File: config.mk
export PLATFORM = sky130hd
export DESIGN_NAME = rl_stream_rx_buf
export DESIGN_NICKNAME = d
export VERILOG_FILES = /design/src/rtl/rlbuf_pkg.sv /design/src/rtl/rlbuf_store.sv /design/src/rtl/rlbuf_ptrs.sv /design/src/rtl/rl_stream_rx_buf.sv
export SDC_FILE = /design/constraint.sdc
export NUM_CORES = 1
export LEC_CHECK = 0
export BUFFER_PORTS_ARGS = -buffer_cell sky130_fd_sc_hd__buf_4
export CAP_MARGIN = 20
export CELL_PAD_IN_SITES_DETAIL_PLACEMENT = 0
export CELL_PAD_IN_SITES_GLOBAL_PLACEMENT = 2
export CORE_UTILIZATION = 45
export CTS_CLUSTER_DIAMETER = 120
export DETAILED_ROUTE_END_ITERATION = 6
export PLACE_DENSITY = 0.73
export SYNTH_ARGS = -nofsm -noshare
export SYNTH_HDL_FRONTEND = slang
export SYNTH_SLANG_ARGS = --single-unit
File: constraint.sdc
create_clock -name clk -period 8.73 [get_ports clk]
set_input_delay 1.3095 -clock clk [delete_from_list [all_inputs] [get_ports clk]]
set_output_delay 1.3095 -clock clk [all_outputs]
set_load 0.01 [all_outputs]
File: src/rtl/rlbuf_pkg.sv
package rlbuf_pkg;
  localparam int FLAG_W = 3;

  typedef struct packed {
    logic sop;
    logic eop;
    logic empty;
  } beat_flags_t;

  function automatic int addr_w(input int depth);
    return (depth <= 2) ? 1 : $clog2(depth);
  endfunction
endpackage

File: src/rtl/rlbuf_store.sv
module rlbuf_store #(
  parameter int WORD_W = 67,
  parameter int DEPTH  = 8,
  localparam int AW    = rlbuf_pkg::addr_w(DEPTH)
) (
  input  logic              clk,
  input  logic              wr_en,
  input  logic [AW-1:0]     wr_addr,
  input  logic [WORD_W-1:0] wr_word,
  input  logic [AW-1:0]     rd_addr,
  output logic [WORD_W-1:0] rd_word
);
  logic [WORD_W-1:0] cells [DEPTH];

  always_ff @(posedge clk) begin
    if (wr_en) cells[wr_addr] <= wr_word;
  end

  assign rd_word = cells[rd_addr];
endmodule

File: src/rtl/rlbuf_ptrs.sv
module rlbuf_ptrs #(
  parameter int DEPTH = 8,
  localparam int AW   = rlbuf_pkg::addr_w(DEPTH),
  localparam int CW   = $clog2(DEPTH + 1)
) (
  input  logic          clk,
  input  logic          rst,
  input  logic          push,
  input  logic          pop,
  output logic [AW-1:0] wr_ptr,
  output logic [AW-1:0] rd_ptr,
  output logic [CW-1:0] occ,
  output logic          full,
  output logic          empty
);
  logic [AW-1:0] wr_nxt, rd_nxt;

  generate
    if ((DEPTH & (DEPTH - 1)) == 0) begin : g_pow2
      assign wr_nxt = wr_ptr + 1'b1;
      assign rd_nxt = rd_ptr + 1'b1;
    end else begin : g_wrap
      assign wr_nxt = (wr_ptr == AW'(DEPTH - 1)) ? '0 : wr_ptr + 1'b1;
      assign rd_nxt = (rd_ptr == AW'(DEPTH - 1)) ? '0 : rd_ptr + 1'b1;
    end
  endgenerate

  always_ff @(posedge clk) begin
    if (rst) begin
      wr_ptr <= '0;
      rd_ptr <= '0;
      occ    <= '0;
    end else begin
      if (push) wr_ptr <= wr_nxt;
      if (pop)  rd_ptr <= rd_nxt;
      case ({push, pop})
        2'b10:   occ <= occ + 1'b1;
        2'b01:   occ <= occ - 1'b1;
        default: occ <= occ;
      endcase
    end
  end

  assign full  = (occ == CW'(DEPTH));
  assign empty = (occ == '0);
endmodule

File: src/rtl/rl_stream_rx_buf.sv
module rl_stream_rx_buf #(
  parameter int DATA_W = 64,
  parameter int DEPTH  = 8,
  parameter int SKID   = 3,
  localparam int AW     = rlbuf_pkg::addr_w(DEPTH),
  localparam int CW     = $clog2(DEPTH + 1),
  localparam int WORD_W = DATA_W + rlbuf_pkg::FLAG_W,
  localparam int LIMIT  = DEPTH - SKID - 1
) (
  input  logic              clk,
  input  logic              rst,
  output logic              in_ready,
  input  logic              in_valid,
  input  logic [DATA_W-1:0] in_data,
  input  logic              in_sop,
  input  logic              in_eop,
  input  logic              in_empty,
  output logic              out_valid,
  input  logic              out_ready,
  output logic [DATA_W-1:0] out_data,
  output logic              out_sop,
  output logic              out_eop,
  output logic              out_empty
);
  import rlbuf_pkg::*;

  beat_flags_t       in_flags, out_flags;
  logic [WORD_W-1:0] in_word, out_word;
  logic [AW-1:0]     wr_ptr, rd_ptr;
  logic [CW-1:0]     occ;
  logic              full, empty, push, pop;

  assign in_flags = '{sop: in_sop, eop: in_eop, empty: in_empty};
  assign in_word  = {in_data, in_flags};

  assign pop  = out_ready && !empty;
  assign push = in_valid && (!full || pop);

  rlbuf_ptrs #(.DEPTH(DEPTH)) u_ptrs (
    .clk    (clk),
    .rst    (rst),
    .push   (push),
    .pop    (pop),
    .wr_ptr (wr_ptr),
    .rd_ptr (rd_ptr),
    .occ    (occ),
    .full   (full),
    .empty  (empty)
  );

  rlbuf_store #(.WORD_W(WORD_W), .DEPTH(DEPTH)) u_store (
    .clk     (clk),
    .wr_en   (push),
    .wr_addr (wr_ptr),
    .wr_word (in_word),
    .rd_addr (rd_ptr),
    .rd_word (out_word)
  );

  assign in_ready  = !rst && (occ <= CW'(LIMIT));
  assign out_valid = !empty;
  assign out_flags = beat_flags_t'(out_word[FLAG_W-1:0]);
  assign out_data  = out_word[WORD_W-1:FLAG_W];
  assign out_sop   = out_flags.sop;
  assign out_eop   = out_flags.eop;
  assign out_empty = out_flags.empty;
endmodule

---- Word-level counts from Yosys, hierarchy flattened ----
Memories as Yosys holds them, arrays and structs flattened. A register that Yosys moved wholly into a read port is not among the register bits.
Index checks and enable logic that the tools add are counted.
storage, ports and cells
  flip-flop bits (word level) ............. 10
  memory bits (writable) .................. 536
  input bits .............................. 71
  output and inout port bits .............. 69
  logic and storage cells ................. 26
  memories kept ........................... 1
operators by class
  add/sub/neg operators ................... 4
  $lt $le $gt $ge ......................... 1
  equal/unequal tests ..................... 3
  multiplexer cells ....................... 5
  reduce and logical (&&, ||, !) cells .... 9
memories
  memory         words  width  rd ports  clocked after memory_dff  write ports  RTL line           RTL
  u_store.cells  8      67     1         1                         1            rlbuf_store.sv:13  logic [WORD_W-1:0] cells [DEPTH];
operators with widths
  kind                   count
  $pmux W4 S2            1
  $add A3 B1 Y3 const B  2
  $mux W3                2
  $add A4 B1 Y4 const B  1
  $eq A4 B4 Y1 const B   1
  $le A4 B3 Y1 const B   1
  $logic_not A4 Y1       1
  $sub A4 B1 Y4 const B  1
  $logic_and A1 B1 Y1    3
  $logic_not A1 Y1       3
  $eq A2 B1 Y1 const B   1
  $eq A2 B2 Y1 const B   1
  $mux W1                2
  $reduce_bool A2 Y1     1
  $logic_or A1 B1 Y1     1

---- Logic depth before layout (Yosys ltp) ----
Gate-level depths: netlist (run 1).
  depth in word-level cells ............... 7
  mapped depth ............................ 10
  depth with buffers taken out ............ 9

---- Hierarchy ----
A second synthesis (run 1) with hierarchy kept.
unflattened totals
  cells, all modules ...................... 847
  area total of the unflattened synthesis .. 21082.7 sq um
by module, submodules not included
  module            instances  cells an instance  area each (sq um)  sequential area each (sq um)
  rlbuf_store       1          787                20498.4            16095.4
  rlbuf_ptrs        1          54                 538.0              200.2
  rl_stream_rx_buf  1          6                  46.3               0.0

---- Worst setup path before layout (run 1) ----
Ideal clock, no wire load.
  path type ............................... input to register
  start point ............................. input port out_ready
  end point ............................... memory u_store.cells[0][0], enable pin
  setup time .............................. 0.575 ns
  arrival time ............................ 6.635 ns
  required time ........................... 8.155 ns
  setup slack ............................. 1.520 ns
  stages .................................. 5
  buffers on the path ..................... 1
  cell sequence ........................... buf_2 > nand2b_1 > o21ai_1 > or2_2 > nor3_1
between the ends
  word-level cells in the longest chain between the ends .. 5
ends and longest elaborated chain
  element                        RTL line                RTL
  from (decl)                    rl_stream_rx_buf.sv:19  input logic out_ready,
  $logic_and A1 B1 Y1            rl_stream_rx_buf.sv:36  assign pop = out_ready && !empty;
  $logic_or A1 B1 Y1             rl_stream_rx_buf.sv:37  assign push = in_valid && (!full || pop);
  $logic_and A1 B1 Y1            rl_stream_rx_buf.sv:37
  $mux W1                        rlbuf_store.sv:16       if (wr_en) cells[wr_addr] <= wr_word;
  $mux W1 (implied by the code)  rlbuf_store.sv:16
  to (decl)                      rlbuf_store.sv:13
Every way passes these cells.

==> flow_summary.ini, run 1 <==
[run_status]
outcome = completed

[timing]
finalHoldViolations = 0
finalSetupViolCount = 0
setup_tns_ns = 0
fin_skew_ns = 0.01818
post-route-min-period_ns = 4.840
slew_viol_final = 0
fmax_mhz = 206.6
fin_crit_sh = 0.5544
rsz0062_at_grt = no
relSlewSlack = 0.2912
tightest_slew_ns = 1.063

[worst_setup_path]
crit_arrival_ns = 3.53
cpMaxStageDelayCell = dfxtp_4
worstRegToRegCells = 5
r2r_setup_slack_ns = 5.75
worstPathMaxFanout = 48
crit_top_cell = buf_4
r2r_end = u_store.cells[2][39]$_DFFE_PP_
crit_type = reg -> out
endpoint_kind = primary output
critPathCapture = out_empty
crit_buf_inv = 2
path_depth = 4
critical-path-max-stage-delay_ns = 0.89
cp-start-kind = register
crit_family = buffers and inverters
cp_data_required_time_ns = 7.42
crit_chain = buf_4, mux4_1, mux2_2, buf_4
rr_startpoint = u_ptrs.occ[0]$_SDFFE_PP0P_

[clocking]
clock_latency_ns = 0.59
clockBufferDepth = 3
cts.clk_slew.worst_paths_ns = 0.06
cts_buffers = 54
root_buffer = clkbuf_16
cts_tree = done
cts.sinks = 549
post-cts-setup-buffers = 0
post_cts_resize_count = 0
cts-htree-levels = 2
cts_hold_buf = 0

[synth]
yosys_most_used_dff = edfxtp_1
synth_nets = 939
synth_top_area_frac = 0.7595
async_flop_share = 0
synthDistinctLibCells = 34
syn_avg_cell_area_sq_um = 24.56
ys_ff_latch = 549
synth.most_common_cell = edfxtp_1
synthTopCellsByCount = edfxtp_1, mux4_2, mux2_4, buf_2, nor2_1
ys_warn_count = 0
netlist_instances = 863
synth_edf_count = 536
yosysTopAreaCell = edfxtp_1
post_synth_instance_area_sq_um = 21190
synth.area.top_cells = edfxtp_1, mux4_2, mux2_4
ys_seq_area_frac = 0.7718

[pwr]
p_per_area_nw_per_um2 = 277.3
p_leak_nw = 7.924
max-vdd-ir-drop_uv = 192.6
power_mw = 6.800

[floorplanning]
die_w_um = 219.0
coreArea_sq_um = 46460
die_area_sq_um = 47970
die_h_um = 219.0
start_util = 0.4562
rows = 79
ios = 140

[finish]
utilization = 0.5279
fin_area_sq_um = 24520
syn_to_final_growth_pct = 15.72
fin_nets = 1106
nFillCells = 3661
drive_above_1_share = 0.3937
final_cells = 1680

[detailed_routing]
drt_iter0_drc = 627
vias = 9153
wl_met2_mm = 20.34
ant_nets = 0
wl_met1_mm = 17.22
first_pass_iters = 4
dr_wl_met3_mm = 1.997
drc_errors = 0
routed_wl_mm = 40.28
viasPerCell = 5.448
wl_per_cell_um = 23.97
highest_layer = met5

[placement]
hpwl_mm = 20.52
gp_congestion = 0.6818
io_buffers = 139
dpl-instance-area_sq_um = 22860
dp_cells = 1581

[grt]
antenna_found_initial = 3
grt_max_degree = 70
grt_pass1_vias = 9542
track_usage = 0.1695
grt_pass1_wl_mm = 59.01
grt_remaining_overflow = 0

[run]
maxCapViolations = 0

[worst_hold_path]
worstHoldPathType = reg -> reg
==> layout by cell type, fill, tap and decap left out, types with 2 or more instances in the layout <==
| master | netlist | final |
|---|---|---|
| edfxtp_1 | 536 | 536 |
| buf_4 | 0 | 153 |
| mux4_2 | 118 | 118 |
| mux2_4 | 60 | 60 |
| clkbuf_16 | 0 | 54 |
| mux4_1 | 16 | 16 |
| clkbuf_1 | 13 | 15 |
| clkinv_1 | 0 | 14 |
| nor2_1 | 18 | 12 |
| dfxtp_1 | 13 | 10 |
| clkinv_2 | 0 | 8 |
| mux2_2 | 7 | 7 |
| nor2_4 | 0 | 6 |
| nand2b_1 | 5 | 5 |
| o211ai_1 | 4 | 4 |
| nand2_1 | 4 | 4 |
| mux2i_1 | 4 | 4 |
| ha_1 | 4 | 4 |
| bufinv_16 | 0 | 4 |
| inv_1 | 3 | 3 |
| xnor2_1 | 3 | 3 |
| xor2_1 | 3 | 3 |
| nand3_1 | 3 | 3 |
| dfxtp_4 | 0 | 3 |
| or3_1 | 2 | 2 |
| or2_2 | 2 | 2 |
| nor3_1 | 4 | 2 |
| nor3_2 | 0 | 2 |
| o311a_1 | 2 | 2 |
| a21oi_1 | 2 | 2 |
==> worst min-delay path: cells and delay by family (launching register included) <==
| kind | cells | cell delay [ns] |
|---|---|---|
| AO/OA/AOI/OAI | 1 | 0.05 |
| AND/OR/NAND/NOR | 1 | 0.06 |
| flip-flops | 1 | 0.34 |
==> power breakdown <==
| group | total, mW | internal, mW | switching (mW) |
|---|---|---|---|
| combinational | 1.48 | 0.871 | 0.614 |
| sequential | 3.12 | 3.00 | 0.120 |
| clock | 2.19 | 1.26 | 0.935 |
| total | 6.80 | 5.13 | 1.67 |
==> sequential cells by signal, summed over array words and instances, names as in the netlist, named ones only <==
register       cells
u_ptrs.wr_ptr      3
u_ptrs.occ         4
u_store.cells    536
u_ptrs.rd_ptr      3
==> cell families (layout without fill, tap and decap cells) <==
family / after synthesis / in the layout / share of synthesized area
flops: 549 / 549 / 0.7718
buf+inv: 45 / 254 / 0.01517
mux: 205 / 205 / 0.1934
simple gates: 40 / 40 / 0.008796
fa+ha+maj: 5 / 5 / 0.003306
other cells: 0 / 1 / 0
xor+xnor: 6 / 6 / 0.002480
compound gates: 13 / 13 / 0.005137
==> per-layer routing <==
| metal | global-route usage | vias to the layer above |
|---|---|---|
| met3 | 0.03340 | 57 |
| met1 | 0.2291 | 4885 |
| met4 | 0.04769 | 4 |
| met5 | 0 | - |
| li1 | - | 4014 |
| met2 | 0.2811 | 193 |
==> how the worst min path moves through the flow <==
| stage | from | end | slack [ns] | cells after the start |
|---|---|---|---|---|
| after floorplan | u_ptrs.wr_ptr[0]$_SDFFE_PP0P_ | u_ptrs.wr_ptr[0]$_SDFFE_PP0P_ | 0.46 | 2 |
| after global routing | u_ptrs.wr_ptr[0]$_SDFFE_PP0P_ | u_ptrs.wr_ptr[0]$_SDFFE_PP0P_ | 0.53 | 2 |
| after CTS | u_ptrs.wr_ptr[0]$_SDFFE_PP0P_ | u_ptrs.wr_ptr[0]$_SDFFE_PP0P_ | 0.50 | 2 |
| after global placement | u_ptrs.wr_ptr[0]$_SDFFE_PP0P_ | u_ptrs.wr_ptr[0]$_SDFFE_PP0P_ | 0.48 | 2 |
| final | u_ptrs.wr_ptr[0]$_SDFFE_PP0P_ | u_ptrs.wr_ptr[0]$_SDFFE_PP0P_ | 0.50 | 2 |
| after detailed placement | u_ptrs.wr_ptr[0]$_SDFFE_PP0P_ | u_ptrs.wr_ptr[0]$_SDFFE_PP0P_ | 0.49 | 2 |
==> area by class of cell <==
class / instances / area [sq um] / share of cell area
sequential: 549 / 16370 / 0.6674
multi-input combinational: 269 / 4571 / 0.1864
tap: 607 / 759.5 / 0.03097
inverter: 3 / 11.26 / 0.0004592
antenna: 1 / 2.502 / 0.0001020
clock inverter: 29 / 256.5 / 0.01046
clock buffer: 69 / 1408 / 0.05740
timing repair buffer: 153 / 1149 / 0.04684
==> stage by stage <==
stage | setup WS (ns) | hold WS (ns)
CTS | 3.707 | 0.4964
floorplan | 1.520 | 0.4622
global placement | 4.362 | 0.4777
detailed placement | 4.350 | 0.4879
global route | 3.613 | 0.5299
finish | 3.890 | 0.5001
Power figures use the tool's default switching activity.
==> run 2, diff against run 1 <==
clock period = 4.5 ns   (was 8.73 ns; I/O delays follow)
==> flow_summary.ini, run 2 (synthesis gave the netlist of run 1 again) <==
[placement]
pre_cts_slack_ns = 1.576
gp_congestion = 0.6958
dp_cells = 1588
io_buffers = 139
hpwl_mm = 21.41
dpl-instance-area_sq_um = 23060

[detailed_routing]
first_pass_iters = 4
drt_iter0_drc = 574
drc_errors = 0
wl_per_cell_um = 23.89
vias = 9184
ant_nets = 0
viasPerCell = 5.441
routed_wl_mm = 40.33

[worst_setup_path]
critical-path-max-stage-delay_ns = 0.64
worstRegToRegCells = 5
cp-start-kind = register
cp_data_required_time_ns = 3.83
crit_arrival_ns = 2.70
endpoint_kind = primary output
crit_type = reg -> out
worstPathMaxFanout = 43
cpMaxStageDelayCell = dfxtp_4
crit_chain = buf_12, mux4_1, mux2_4, buf_4

[floorplanning]
coreArea_sq_um = 46460
start_util = 0.4562
ios = 140
die_area_sq_um = 47970
die_w_um = 219.0
rows = 79
die_h_um = 219.0

[grt]
grt_max_degree = 68
antenna_found_initial = 3
grt_pass1_vias = 9877
track_usage = 0.1731
grt_pass1_wl_mm = 60.73
grt_remaining_overflow = 0

[worst_hold_path]
worstHoldPathType = in -> reg
min_path_cells = 1

[finish]
final_cells = 1688
largest_reg_flops = 536
layout_commonest_cell = edfxtp_1
reg_top3 = u_store.cells x536, u_ptrs.occ x4
nFillCells = 3575
drive_above_1_share = 0.4028
fin_nets = 1114
syn_to_final_growth_pct = 16.89
fin_area_sq_um = 24770
max_flop_register = u_store.cells
mostFrequentLayoutCells = edfxtp_1, buf_4, mux4_2
utilization = 0.5332

[clocking]
cts.clk_slew.worst_paths_ns = 0.06
root_buffer = clkbuf_16
cts_buffers = 55
cts.sinks = 549
cts_hold_buf = 0
post-cts-setup-buffers = 0
post_cts_resize_count = 0
clockBufferDepth = 3
cts-htree-levels = 2
cts_tree = done
clock_latency_ns = 0.60

[pwr]
power_mw = 13.33
max-vdd-ir-drop_uv = 303.7
p_per_area_nw_per_um2 = 538.1
p_leak_nw = 8.012

[timing]
slew_viol_final = 0
setup_tns_ns = 0
rsz0062_at_grt = no
finalHoldViolations = 0
fin_skew_ns = 0.01460
whs_ns = 0.3060
fin_crit_sh = 0.7498
fmax_mhz = 296.4
post-route-min-period_ns = 3.374
relSlewSlack = 0.4126
finalSetupViolCount = 0
tightest_slew_ns = 0.8772
setup_slack_ns = 1.126

[run_status]
outcome = completed

[run]
maxCapViolations = 0
-- run 2: cell count changes in the layout (fill, tap and decap cells not counted), sizes merged --
cell	delta
buf	+7
clkbuf	-2
clkinv	+2
clkinvlp	+1
-- run 2: area by class of cell --
class | instances | area (sq um) | area share
sequential | 549 | 16370 | 0.6607
inverter | 3 | 11.26 | 0.0004546
clock inverter | 32 | 267.8 | 0.01081
tap | 607 | 759.5 | 0.03066
antenna | 1 | 2.502 | 0.0001010
clock buffer | 67 | 1443 | 0.05824
multi-input combinational | 269 | 4583 | 0.1850
timing repair buffer | 160 | 1339 | 0.05404
-- run 2: report_power, final --
part	leakage (nW)	internal, mW	switching (mW)	total (mW)
clock network	0.835	2.50	1.84	4.34
registers	4.98	5.83	0.152	5.98
logic	2.20	1.73	1.28	3.01
-- run 2: worst paths after layout --
check	start	to	slack, ns
setup reg to reg	u_ptrs.occ[0]$_SDFFE_PP0P_	u_store.cells[4][49]$_DFFE_PP_	1.90
hold / removal	in_data[21]	u_store.cells[2][24]$_DFFE_PP_	0.31
setup / recovery	register	out_data[52]	1.13
hold reg to reg	u_ptrs.wr_ptr[0]$_SDFFE_PP0P_	u_ptrs.wr_ptr[0]$_SDFFE_PP0P_	0.50
-- run 2: metal layers --
metal / up-vias / track usage / part of all wire
met4: 4 / 0.04444 / 0.015
met5: - / 0 / 0.00077
met2: 193 / 0.2827 / 0.49
met3: 62 / 0.04255 / 0.052
met1: 4879 / 0.2335 / 0.44
li1: 4046 / - / -
-- run 2: critical path, delay by kind of cell, from the launching register on --
kind                   cells  cell delay (ns)
DFF                        1             0.64
buffers and inverters      2             0.52
muxes                      2             0.91
==> run 3, diff against run 2 <==
CORE_UTILIZATION = 44   (was 45)
PLACE_DENSITY = 0.75   (was 0.73)
clock period = 2.96 ns   (was 4.5 ns; I/O delays follow)
==> flow_summary.ini, run 3 (synthesis gave the netlist of run 1 again) <==
[run_status]
outcome = completed

[floorplanning]
die_h_um = 221.5
ios = 140
rows = 80
coreArea_sq_um = 47650
die_area_sq_um = 49050
die_w_um = 221.5
start_util = 0.4448

[detailed_routing]
ant_nets = 0
drt_iter0_drc = 609
routed_wl_mm = 40.98
wl_per_cell_um = 23.99
vias = 9235
viasPerCell = 5.407
first_pass_iters = 4
drc_errors = 0

[pwr]
p_int_mw = 15.49
power.switching_mw = 5.052
p_per_area_nw_per_um2 = 820.9
seqPwrFrac = 0.440
p_sw_frac = 0.2460
pwr-share-clk = 0.323
p_leak_nw = 8.114
max-vdd-ir-drop_uv = 476.4
comb_power_share = 0.237
power_mw = 20.54

[worst_setup_path]
cp_data_required_time_ns = 2.52
cpMaxStageDelayCell = mux4_2
crit_chain = bufbuf_16, mux4_2, mux2_2, buf_4
crit_type = reg -> out
worstPathMaxFanout = 25
endpoint_kind = primary output
crit_arrival_ns = 2.47
critical-path-max-stage-delay_ns = 0.52
cp-start-kind = register

[grt]
grt_pass1_vias = 9932
grt_max_degree = 53
grt_pass1_wl_mm = 61.76
grt_remaining_overflow = 0
track_usage = 0.1700
antenna_found_initial = 4

[placement]
io_buffers = 139
gp_congestion = 0.6973
hpwl_mm = 22.06
pre_cts_slack_ns = 0.5977
dpl-instance-area_sq_um = 23250

[finish]
fin_area_sq_um = 25020
fin_nets = 1124
max_flop_register = u_store.cells
utilization = 0.5251
reg_top3 = u_store.cells x536, u_ptrs.occ x4
mostFrequentLayoutCells = edfxtp_1, buf_4, mux4_2
syn_to_final_growth_pct = 18.05
drive_above_1_share = 0.4130
layout_commonest_cell = edfxtp_1
nFillCells = 3695
largest_reg_flops = 536

[clocking]
root_buffer = clkbuf_16
cts.sinks = 549
cts_tree = done
cts_buffers = 55
clockBufferDepth = 3
cts-htree-levels = 2
clock_latency_ns = 0.60
cts.clk_slew.worst_paths_ns = 0.06

[timing]
fin_skew_ns = 0.03092
finalSetupViolCount = 0
slew_viol_final = 0
tightest_slew_ns = 0.8962
post-route-min-period_ns = 2.911
relSlewSlack = 0.3999
fin_crit_sh = 0.9835
rsz0062_at_grt = yes
finalHoldViolations = 0
setup_slack_ns = 0.04874
fmax_mhz = 343.5

[run]
maxCapViolations = 0

[worst_hold_path]
worstHoldPathType = in -> reg
run 3: cell types whose count changed in the layout (fill, tap and decap cells not counted), moves of 2 or more:
cell,change
mux4_1,-5
clkbuf_1,-5
buf_6,+2
clkinv_1,+9
buf_16,+2
buf_12,+5
mux4_2,+5
run 3: critical path, delay by kind of cell (launching register included):
family / cells / cell delay, ns
buffers and inverters: 2 / 0.58
DFF: 1 / 0.48
muxes: 2 / 0.80
run 3: metrics by stage:
step / TNS [ns] / hold WS [ns] / instances
5_1_grt: -1.405 / 0.05380 / 1707
3_5_place_dp: 0 / 0.5008 / 1605
2_1_floorplan: -87.69 / 0.4665 / 863
3_3_place_gp: 0 / 0.4850 / 1605
6_report: 0 / 0.07518 / 1708
4_1_cts: -0.004473 / 0.04504 / 1707
run 3: per-layer routing:
layer  global-route usage  wire (um)  vias up
met5                    0         48        -
met4              0.04234        770        8
met3              0.04382       2294       68
met2               0.2851      20460      188
met1               0.2226      17410     4916
li1                     -          -     4055
run 3: area by class of cell:
| class | count | area (sq um) | share of cell area |
|---|---|---|---|
| sequential | 549 | 16370 | 0.6542 |
| multi-input combinational | 269 | 4591 | 0.1835 |
| timing repair buffer | 170 | 1549 | 0.06191 |
| clock buffer | 63 | 1449 | 0.05791 |
| tap | 615 | 769.5 | 0.03076 |
| clock inverter | 38 | 280.3 | 0.01120 |
| inverter | 3 | 11.26 | 0.0004501 |
| antenna | 1 | 2.502 | 0.0001000 |
run 3: worst paths after layout:
check                           startpoint                        endpoint  slack, ns  cells after the start
max                               register                       out_empty       0.05                      4
min                            in_data[10]  u_store.cells[3][13]$_DFFE_PP_       0.08                      1
max reg2reg     u_ptrs.occ[0]$_SDFFE_PP0P_  u_store.cells[3][56]$_DFFE_PP_       0.66                      4
min reg2reg  u_ptrs.wr_ptr[0]$_SDFFE_PP0P_   u_ptrs.wr_ptr[0]$_SDFFE_PP0P_       0.50                      2
run 3: repair_timing:
action,CTS,global route
resized for setup,1,8
cloned,1,0
hold buffers,0,0
endpoints found under the setup margin,5,42
setup buffers,0,0
run 3: power groups by stage:
stage	Clock (mW)	Sequential [mW]	Combinational, mW
global placement	0	9.18	4.85
CTS	6.79	9.05	4.96
floorplan	0	9.09	3.51
finish	6.64	9.04	4.86
detailed placement	0	9.20	4.88
global route	7.06	9.08	5.23
